<file path="config.mk">
export PLATFORM = sky130hd
export DESIGN_NAME = wcache_flush
export DESIGN_NICKNAME = d
export VERILOG_FILES = /design/src/rtl/wcf_pkg.sv /design/src/rtl/wcf_store.sv /design/src/rtl/wcf_seq.sv /design/src/rtl/wcache_flush.sv
export SDC_FILE = /design/constraint.sdc
export NUM_CORES = 1
export LEC_CHECK = 0
export ABC_AREA = 1
export BUFFER_PORTS_ARGS = -buffer_cell sky130_fd_sc_hd__buf_2
export CAP_MARGIN = 0
export CORE_MARGIN = 4
export CORE_UTILIZATION = 40
export DETAILED_ROUTE_END_ITERATION = 6
export GPL_ROUTABILITY_DRIVEN = 0
export PLACE_DENSITY = 0.52
export SLEW_MARGIN = 20
export SYNTH_ARGS = -nofsm -noshare
export SYNTH_HDL_FRONTEND = slang
export SYNTH_SLANG_ARGS = --single-unit
</file>
<file path="constraint.sdc">
create_clock -name clk -period 2.6 [get_ports clk]
set_clock_uncertainty 0.1 [all_clocks]
set_input_delay 0.13 -clock clk [delete_from_list [all_inputs] [get_ports clk]]
set_output_delay 0.13 -clock clk [all_outputs]
set_load 0.02 [all_outputs]
</file>
<file path="src/rtl/wcf_pkg.sv">
package wcf_pkg;
  typedef enum logic [1:0] {
    SQ_IDLE = 2'd0,
    SQ_PICK = 2'd1,
    SQ_PROG = 2'd2
  } sq_state_e;
endpackage

</file>
<file path="src/rtl/wcf_store.sv">
module wcf_store #(
  parameter int LINES  = 8,
  parameter int LBYTES = 8,
  parameter int ADDR_W = 12
) (
  input  logic                                 clk,
  input  logic                                 rst_n,
  input  logic                                 busy_i,
  input  logic                                 open_i,
  input  logic [ADDR_W-1:0]                    addr_i,
  input  logic                                 byte_vld_i,
  input  logic [7:0]                           byte_i,
  input  logic                                 commit_i,
  input  logic                                 abort_i,
  input  logic [$clog2(LINES)-1:0]             rd_line_i,
  output logic [ADDR_W-$clog2(LBYTES)-1:0]     base_pg_o,
  output logic [$clog2(LBYTES)-1:0]            off_o,
  output logic [LBYTES*8-1:0]                  rd_data_o,
  output logic [LBYTES-1:0]                    rd_valid_o,
  output logic                                 flush_req_o
);
  localparam int OFF_W  = $clog2(LBYTES);
  localparam int LINE_W = $clog2(LINES);
  localparam int PTR_W  = OFF_W + LINE_W;
  localparam int SLOTS  = LINES * LBYTES;
  localparam int PAGE_W = ADDR_W - OFF_W;

  // first slot of a transfer: line 0, offset from the low address bits
  function automatic logic [PTR_W-1:0] first_slot(input logic [ADDR_W-1:0] a);
    return PTR_W'(a[OFF_W-1:0]);
  endfunction

  logic [7:0]        cache_q [SLOTS];
  logic [SLOTS-1:0]  vmask_q;
  logic [PTR_W-1:0]  ptr_q;
  logic              sess_q;
  logic [PAGE_W-1:0] base_q;
  logic [OFF_W-1:0]  off_q;

  // accepted events, named for the checks
  logic acc_open, acc_abort, acc_commit, acc_byte;
  assign acc_open   = open_i & ~busy_i;
  assign acc_abort  = abort_i & sess_q & ~busy_i & ~open_i;
  assign acc_commit = commit_i & sess_q & ~busy_i & ~open_i & ~abort_i;
  assign acc_byte   = byte_vld_i & sess_q & ~busy_i & ~open_i & ~abort_i & ~commit_i;

  always_ff @(posedge clk or negedge rst_n) begin
    if (!rst_n) begin
      sess_q  <= 1'b0;
      vmask_q <= '0;
      ptr_q   <= '0;
      base_q  <= '0;
      off_q   <= '0;
    end else if (acc_open) begin
      sess_q  <= 1'b1;
      vmask_q <= '0;
      ptr_q   <= first_slot(addr_i);
      base_q  <= addr_i[ADDR_W-1:OFF_W];
      off_q   <= addr_i[OFF_W-1:0];
    end else if (acc_abort) begin
      sess_q  <= 1'b0;
      vmask_q <= '0;
    end else if (acc_commit) begin
      sess_q  <= 1'b0;
    end else if (acc_byte) begin
      vmask_q[ptr_q] <= 1'b1;
      ptr_q          <= ptr_q + 1'b1;
    end
  end

  always_ff @(posedge clk) begin
    if (acc_byte) cache_q[ptr_q] <= byte_i;
  end

  for (genvar b = 0; b < LBYTES; b++) begin : g_lane
    assign rd_data_o[b*8 +: 8] = cache_q[{rd_line_i, OFF_W'(b)}];
    assign rd_valid_o[b]       = vmask_q[{rd_line_i, OFF_W'(b)}];
  end

  assign base_pg_o   = base_q;
  assign off_o       = off_q;
  assign flush_req_o = acc_commit & (|vmask_q);

  AST_OPEN_CLEARS: assert property (@(posedge clk) disable iff (!rst_n)
    acc_open |=> (sess_q && vmask_q == '0));
  AST_BYTE_MARKED: assert property (@(posedge clk) disable iff (!rst_n)
    acc_byte |=> vmask_q[$past(ptr_q)]);
  AST_ABORT_DROPS: assert property (@(posedge clk) disable iff (!rst_n)
    acc_abort |=> (!sess_q && vmask_q == '0));
  AST_BUSY_FROZEN: assert property (@(posedge clk) disable iff (!rst_n)
    busy_i |=> $stable(vmask_q));
endmodule

</file>
<file path="src/rtl/wcf_seq.sv">
module wcf_seq
  import wcf_pkg::*;
#(
  parameter int LINES       = 8,
  parameter int LBYTES      = 8,
  parameter int ADDR_W      = 12,
  parameter int PROG_CYCLES = 100
) (
  input  logic                             clk,
  input  logic                             rst_n,
  input  logic                             start_i,
  input  logic [ADDR_W-$clog2(LBYTES)-1:0] base_pg_i,
  input  logic [$clog2(LBYTES)-1:0]        off_i,
  input  logic [LBYTES*8-1:0]              line_data_i,
  input  logic [LBYTES-1:0]                line_valid_i,
  output logic [$clog2(LINES)-1:0]         rd_line_o,
  output logic                             busy_o,
  output logic                             pg_we_o,
  output logic [ADDR_W-$clog2(LBYTES)-1:0] pg_idx_o,
  output logic [LBYTES*8-1:0]              pg_dat_o,
  output logic [LBYTES-1:0]                pg_be_o
);
  localparam int OFF_W  = $clog2(LBYTES);
  localparam int LINE_W = $clog2(LINES);
  localparam int PAGE_W = ADDR_W - OFF_W;
  localparam int STEPS  = LINES + 1;
  localparam int STEP_W = $clog2(STEPS);
  localparam int TMR_W  = $clog2(PROG_CYCLES + 1);
  localparam logic [STEP_W-1:0] LAST = STEP_W'(LINES);

  // cache line read in a step: the last step revisits line 0
  function automatic logic [LINE_W-1:0] step_line(input logic [STEP_W-1:0] s);
    return (s >= LAST) ? '0 : s[LINE_W-1:0];
  endfunction

  // lanes owned by a step: line 0 is split at the start offset
  function automatic logic [LBYTES-1:0] step_lanes(input logic [STEP_W-1:0] s,
                                                   input logic [OFF_W-1:0]  o);
    logic [LBYTES-1:0] m;
    for (int b = 0; b < LBYTES; b++) begin
      if (s == '0)        m[b] = (b >= int'(o));
      else if (s == LAST) m[b] = (b < int'(o));
      else                m[b] = 1'b1;
    end
    return m;
  endfunction

  function automatic logic [PAGE_W-1:0] step_page(input logic [PAGE_W-1:0] base,
                                                  input logic [STEP_W-1:0] s);
    return base + PAGE_W'(s);
  endfunction

  sq_state_e          st_q;
  logic [STEP_W-1:0]  step_q;
  logic [TMR_W-1:0]   tmr_q;

  assign rd_line_o = step_line(step_q);
  assign pg_be_o   = line_valid_i & step_lanes(step_q, off_i);
  assign pg_dat_o  = line_data_i;
  assign pg_idx_o  = step_page(base_pg_i, step_q);
  assign pg_we_o   = (st_q == SQ_PICK) && (|pg_be_o);
  assign busy_o    = (st_q != SQ_IDLE);

  always_ff @(posedge clk or negedge rst_n) begin
    if (!rst_n) begin
      st_q   <= SQ_IDLE;
      step_q <= '0;
      tmr_q  <= '0;
    end else begin
      case (st_q)
        SQ_IDLE: if (start_i) begin
          st_q   <= SQ_PICK;
          step_q <= '0;
        end
        SQ_PICK: begin
          if (pg_we_o) begin
            st_q  <= SQ_PROG;
            tmr_q <= TMR_W'(PROG_CYCLES - 1);
          end else if (step_q == LAST) begin
            st_q <= SQ_IDLE;
          end else begin
            step_q <= step_q + 1'b1;
          end
        end
        SQ_PROG: begin
          if (tmr_q == '0) begin
            if (step_q == LAST) st_q <= SQ_IDLE;
            else begin
              st_q   <= SQ_PICK;
              step_q <= step_q + 1'b1;
            end
          end else begin
            tmr_q <= tmr_q - 1'b1;
          end
        end
        default: st_q <= SQ_IDLE;
      endcase
    end
  end

  // cycles since the last page write, saturating; used by the spacing check
  logic [TMR_W:0] since_q;
  logic           seen_q;
  always_ff @(posedge clk or negedge rst_n) begin
    if (!rst_n) begin
      since_q <= '0;
      seen_q  <= 1'b0;
    end else if (pg_we_o) begin
      since_q <= '0;
      seen_q  <= 1'b1;
    end else if (since_q != '1) begin
      since_q <= since_q + 1'b1;
    end
  end

  AST_START_BUSY: assert property (@(posedge clk) disable iff (!rst_n)
    start_i |=> busy_o);
  AST_WE_PULSE: assert property (@(posedge clk) disable iff (!rst_n)
    pg_we_o |=> (!pg_we_o && busy_o));
  AST_PROG_SPACING: assert property (@(posedge clk) disable iff (!rst_n)
    (pg_we_o && seen_q) |-> (since_q >= (TMR_W+1)'(PROG_CYCLES)));
endmodule

</file>
<file path="src/rtl/wcache_flush.sv">
module wcache_flush #(
  parameter int ADDR_W      = 12,
  parameter int LINES       = 8,
  parameter int LBYTES      = 8,
  parameter int PROG_CYCLES = 100
) (
  input  logic                             clk,
  input  logic                             rst_n,
  input  logic                             wr_open,
  input  logic [ADDR_W-1:0]                wr_addr,
  input  logic                             byte_vld,
  input  logic [7:0]                       byte_dat,
  input  logic                             commit,
  input  logic                             abort,
  output logic                             busy,
  output logic                             pg_we,
  output logic [ADDR_W-$clog2(LBYTES)-1:0] pg_idx,
  output logic [LBYTES*8-1:0]              pg_dat,
  output logic [LBYTES-1:0]                pg_be
);
  localparam int OFF_W  = $clog2(LBYTES);
  localparam int LINE_W = $clog2(LINES);
  localparam int PAGE_W = ADDR_W - OFF_W;

  logic [PAGE_W-1:0]     base_pg;
  logic [OFF_W-1:0]      start_off;
  logic [LINE_W-1:0]     rd_line;
  logic [LBYTES*8-1:0]   line_data;
  logic [LBYTES-1:0]     line_valid;
  logic                  flush_req;

  wcf_store #(.LINES(LINES), .LBYTES(LBYTES), .ADDR_W(ADDR_W)) u_store (
    .clk        (clk),
    .rst_n      (rst_n),
    .busy_i     (busy),
    .open_i     (wr_open),
    .addr_i     (wr_addr),
    .byte_vld_i (byte_vld),
    .byte_i     (byte_dat),
    .commit_i   (commit),
    .abort_i    (abort),
    .rd_line_i  (rd_line),
    .base_pg_o  (base_pg),
    .off_o      (start_off),
    .rd_data_o  (line_data),
    .rd_valid_o (line_valid),
    .flush_req_o(flush_req)
  );

  wcf_seq #(.LINES(LINES), .LBYTES(LBYTES), .ADDR_W(ADDR_W),
            .PROG_CYCLES(PROG_CYCLES)) u_seq (
    .clk         (clk),
    .rst_n       (rst_n),
    .start_i     (flush_req),
    .base_pg_i   (base_pg),
    .off_i       (start_off),
    .line_data_i (line_data),
    .line_valid_i(line_valid),
    .rd_line_o   (rd_line),
    .busy_o      (busy),
    .pg_we_o     (pg_we),
    .pg_idx_o    (pg_idx),
    .pg_dat_o    (pg_dat),
    .pg_be_o     (pg_be)
  );

  AST_NO_RESTART: assert property (@(posedge clk) disable iff (!rst_n)
    busy |-> !flush_req);
  AST_FLUSH_BASE_STABLE: assert property (@(posedge clk) disable iff (!rst_n)
    (busy && $past(busy)) |-> $stable(base_pg));
endmodule

</file>
==> run_results.csv <==
group,metric,value,unit
synthesis,syn_inst,2221,
run_status,violations,"negative setup slack",
drt,vias,18900,
cells_and_area,layout.nets,2580,
drt,postRouteAntennaNets,0,
synthesis,synth_seq_area_share,69.1,%
drt,drtIter0Drc,1777,
worst_hold_path,whs_path_depth,5,
synthesis,synthTopCellsByArea,"edfxtp_1 (60%), dfrtp_1 (9.3%), nand2_1 (5.9%)",
worst_setup_path,slowest_delay,0.55,ns
floorplan,io_pins,109,
floorplan,row_count,92,
cells_and_area,area_growth_syn_to_layout,33.8,%
synthesis,synth_compound_area_share,7.96,%
drt,wl_per_cell,24.2,um
place,portBuffers,108,
clock_network,cts_max_level,3,
floorplan,start_util,40.6,%
sta,rsz0062_at_grt,"yes",
synthesis,synth_commonest_cells,"edfxtp_1 (512), nand2_1 (404), nor2_1 (205), nand3_1 (202), inv_1 (151)",
sta,worst_pin_slew,0.912,ns
synthesis,ys_types,40,
place,place_area,27900,um2
place,dp_hpwl,43.3,mm
floorplan,chipHeight,262,um
drt,drt_first_pass_iters,6,
synthesis,synth_fa_ha_area_share,0.710,%
power_and_ir_drop,power,36300,uW
clock_network,cts_tree,"done",
sta,period_minus_slack,2.76,ns
synthesis,synth_top_cell_by_area,"edfxtp_1",
floorplan,die-area,68400,um2
power_and_ir_drop,p_per_area,1060,nW/um2
sta,finalHoldViolCount,0,
global_routing,grtUsageTotal,22.8,%
power_and_ir_drop,total_leakage_power,0.0128,uW
cells_and_area,diodes,0,
worst_setup_path,path_common_cell,"buf_12",
synthesis,ys_warn_count,0,
synthesis,netlist_area,25700,um2
synthesis,synth.avg_cell_area,11.6,um2
worst_setup_path,crit_arrival,2.53,ns
clock_network,cts.sinks,608,
drt,drcViolationCount,0,
synthesis,synthXorXnorAreaFrac,0.477,%
drt,wirelength,83.1,mm
worst_setup_path,path_cells,"buf_12 -> nand2_8 -> buf_12 -> buf_16 -> buf_12 -> or2_4 -> o211ai_1 -> a31oi_1 -> buf_4",
global_routing,grt_max_degree,73,
floorplan,die-width,262,um
run,drv_cap,0,
power_and_ir_drop,max-vdd-ir-drop,0.000997,V
sta,max_slew_margin,39.2,%
sta,worst_hold_slack,0.0485,ns
cells_and_area,drive_gt1_share,32.2,%
synthesis,synth-edff-count,512,
clock_network,clock_latency,0.62,ns
clock_network,numCtsBuffers,68,
worst_setup_path,path_buf_inv,5,
worst_hold_path,hold_class,"in2reg",
synthesis,synth_simple_gate_area_share,17.2,%
floorplan,coreArea,63300,um2
clock_network,path_clk_slew,0.06,ns
worst_setup_path,crit_cells,9,
synthesis,yosysMostFrequentCell,"edfxtp_1",
clock_network,cts_buffer_depth,3,
worst_setup_path,slowest_stage,"dfrtp_4",
worst_setup_path,start_kind,"register",
sta,fin_crit_sh,106,%
global_routing,grt_pass1_vias,18200,
sta,worst_slack,-0.165,ns
worst_setup_path,criticalPathCategory,"reg2out",
worst_setup_path,ff2ff_path_depth,9,
sta,setup_viol,65,
cells_and_area,fin_area,34400,um2
synthesis,syn_nets,2261,
worst_setup_path,cp.required,2.37,ns
global_routing,grt_overflow,0,
clock_network,clock-root-buffer,"clkbuf_16",
worst_setup_path,endpoint_kind,"output port",
sta,fmaxAchievable,362,MHz
run_status,status,"finished, violations left",
sta,final_max_slew_viol_count,0,
worst_setup_path,crit_family,"buffers and inverters",
synthesis,synth-seq-cells,608,
synthesis,ys_async_sr_fraction,15.8,%
global_routing,grt_pass1_wl,117,mm
synthesis,yosys_most_used_dff,"edfxtp_1",
drt,vias_per_cell,5.50,
sta,setup_tns,-5.88,ns
synthesis,synth_top_area_share,59.8,%
synthesis,muxShareOfSynthArea,0,%
worst_setup_path,crit_fanout,7,
synthesis,synth_top_family_by_area,"simple AND/OR/NAND/NOR gates",
global_routing,antenna_found_initial,0,
## final cells by class
type | count | area (um2)
clock buffers | 97 | 1900
clock inverters | 26 | 285
fillers | 5334 | 28900
inverters | 156 | 624
multi-input cells | 1340 | 8210
flip-flops and latches | 608 | 17800
well taps | 846 | 1060
repair buffers | 365 | 4530
repair inverters | 1 | 8.76
## state kept, by name, indices dropped and copies added (netlist names)
name and cells:
u_seq.step_q 4, u_store.base_pg_o 9, u_seq.st_q 2, u_store.ptr_q 6
u_seq.tmr_q 7, u_store.vmask_q 64, u_store.cache_q 512, u_store.sess_q 1
u_store.off_o 3
## worst reg2reg max path, stage by stage (launching register included)
cell           delay [ns]
dfrtp_1              0.41
inv_1                0.10
ha_2                 0.23
nand2_1              0.06
inv_1                0.10
nand3_1              0.10
dlygate4sd3_1        0.57
nand3_1              0.06
dlygate4sd3_1        0.55
nand2_1              0.05
## cell usage in the layout (no fill, tap or decap), types with 12 or more instances in the layout
cell type and n:
a21oi_1 51, o21ai_0 12, buf_6 22, edfxtp_1 512
clkbuf_1 22, nand4_1 12, nand3_2 87, clkinv_1 12
dlygate4sd3_1 23, a31oi_1 46, nand2_2 55, nand2_1 345
dfrtp_1 92, buf_2 36, or2_4 87, a31oi_2 18
clkbuf_16 93, buf_16 36, buf_4 175, o211ai_1 129
inv_1 148, nand3_1 114, or2_2 44, buf_12 42
nand2_4 14, nor2_1 202, a21oi_2 51
## report_power, final
| group | switching [uW] | leakage [uW] | internal [uW] |
|---|---|---|---|
| Combinational | 8880 | 0.00590 | 6880 |
| Sequential | 263 | 0.00589 | 10800 |
| Clock | 3870 | 0.00106 | 5610 |
| Total | 13000 | 0.0128 | 23300 |
## repair_timing
action	CTS	global route
endpoints found under the hold margin	300	0
hold buffers	24	0
cloned	35	29
pin swaps	58	98
resized for setup	305	251
setup endpoints to repair	77	81
setup buffers	40	29
## metrics by stage
| step | std cells | worst slack [ns] | utilization (%) |
|---|---|---|---|
| 4_1_cts | 3390 | -0.162 | 51.6 |
| 5_1_grt | 3439 | -0.221 | 54.4 |
| 2_1_floorplan | 2221 | 0.289 | - |
| 3_3_place_gp | 3168 | 0.176 | 44.0 |
| 6_report | 3439 | -0.165 | 54.4 |
| 3_5_place_dp | 3168 | 0.141 | 44.0 |
## worst paths after layout
check	start	endpoint	slack, ns
worst max-delay path	u_seq.step_q[0]	pg_dat[49]	-0.16
worst min-delay path	byte_vld	u_store.vmask_q[8]	0.05
worst max register to register	u_seq.st_q[0]	u_store.sess_q	0.16
worst min register to register	u_seq.tmr_q[0]	u_seq.tmr_q[0]	0.38
max in group asynchronous	rst_n	u_store.vmask_q[17]	1.47
min in group asynchronous	rst_n	u_store.base_pg_o[8]	0.51
## routing by layer
| metal | vias to the layer above | GRT usage (%) | wire [um] |
|---|---|---|---|
| met1 | 9580 | 33.2 | 37000 |
| met3 | 119 | 3.21 | 5680 |
| met4 | 0 | 6.60 | 2080 |
| met5 | - | 0 | 0 |
| li1 | 8461 | - | - |
| met2 | 744 | 36.1 | 38300 |
## cell families after synthesis
kind of cell	Yosys count
AO/OA/AOI/OAI	323
flip-flops	608
XOR/XNOR	14
buffers and inverters	278
adder cells (fa/ha/maj)	14
AND/OR/NAND/NOR	984
(Power assumes the default switching activity.)
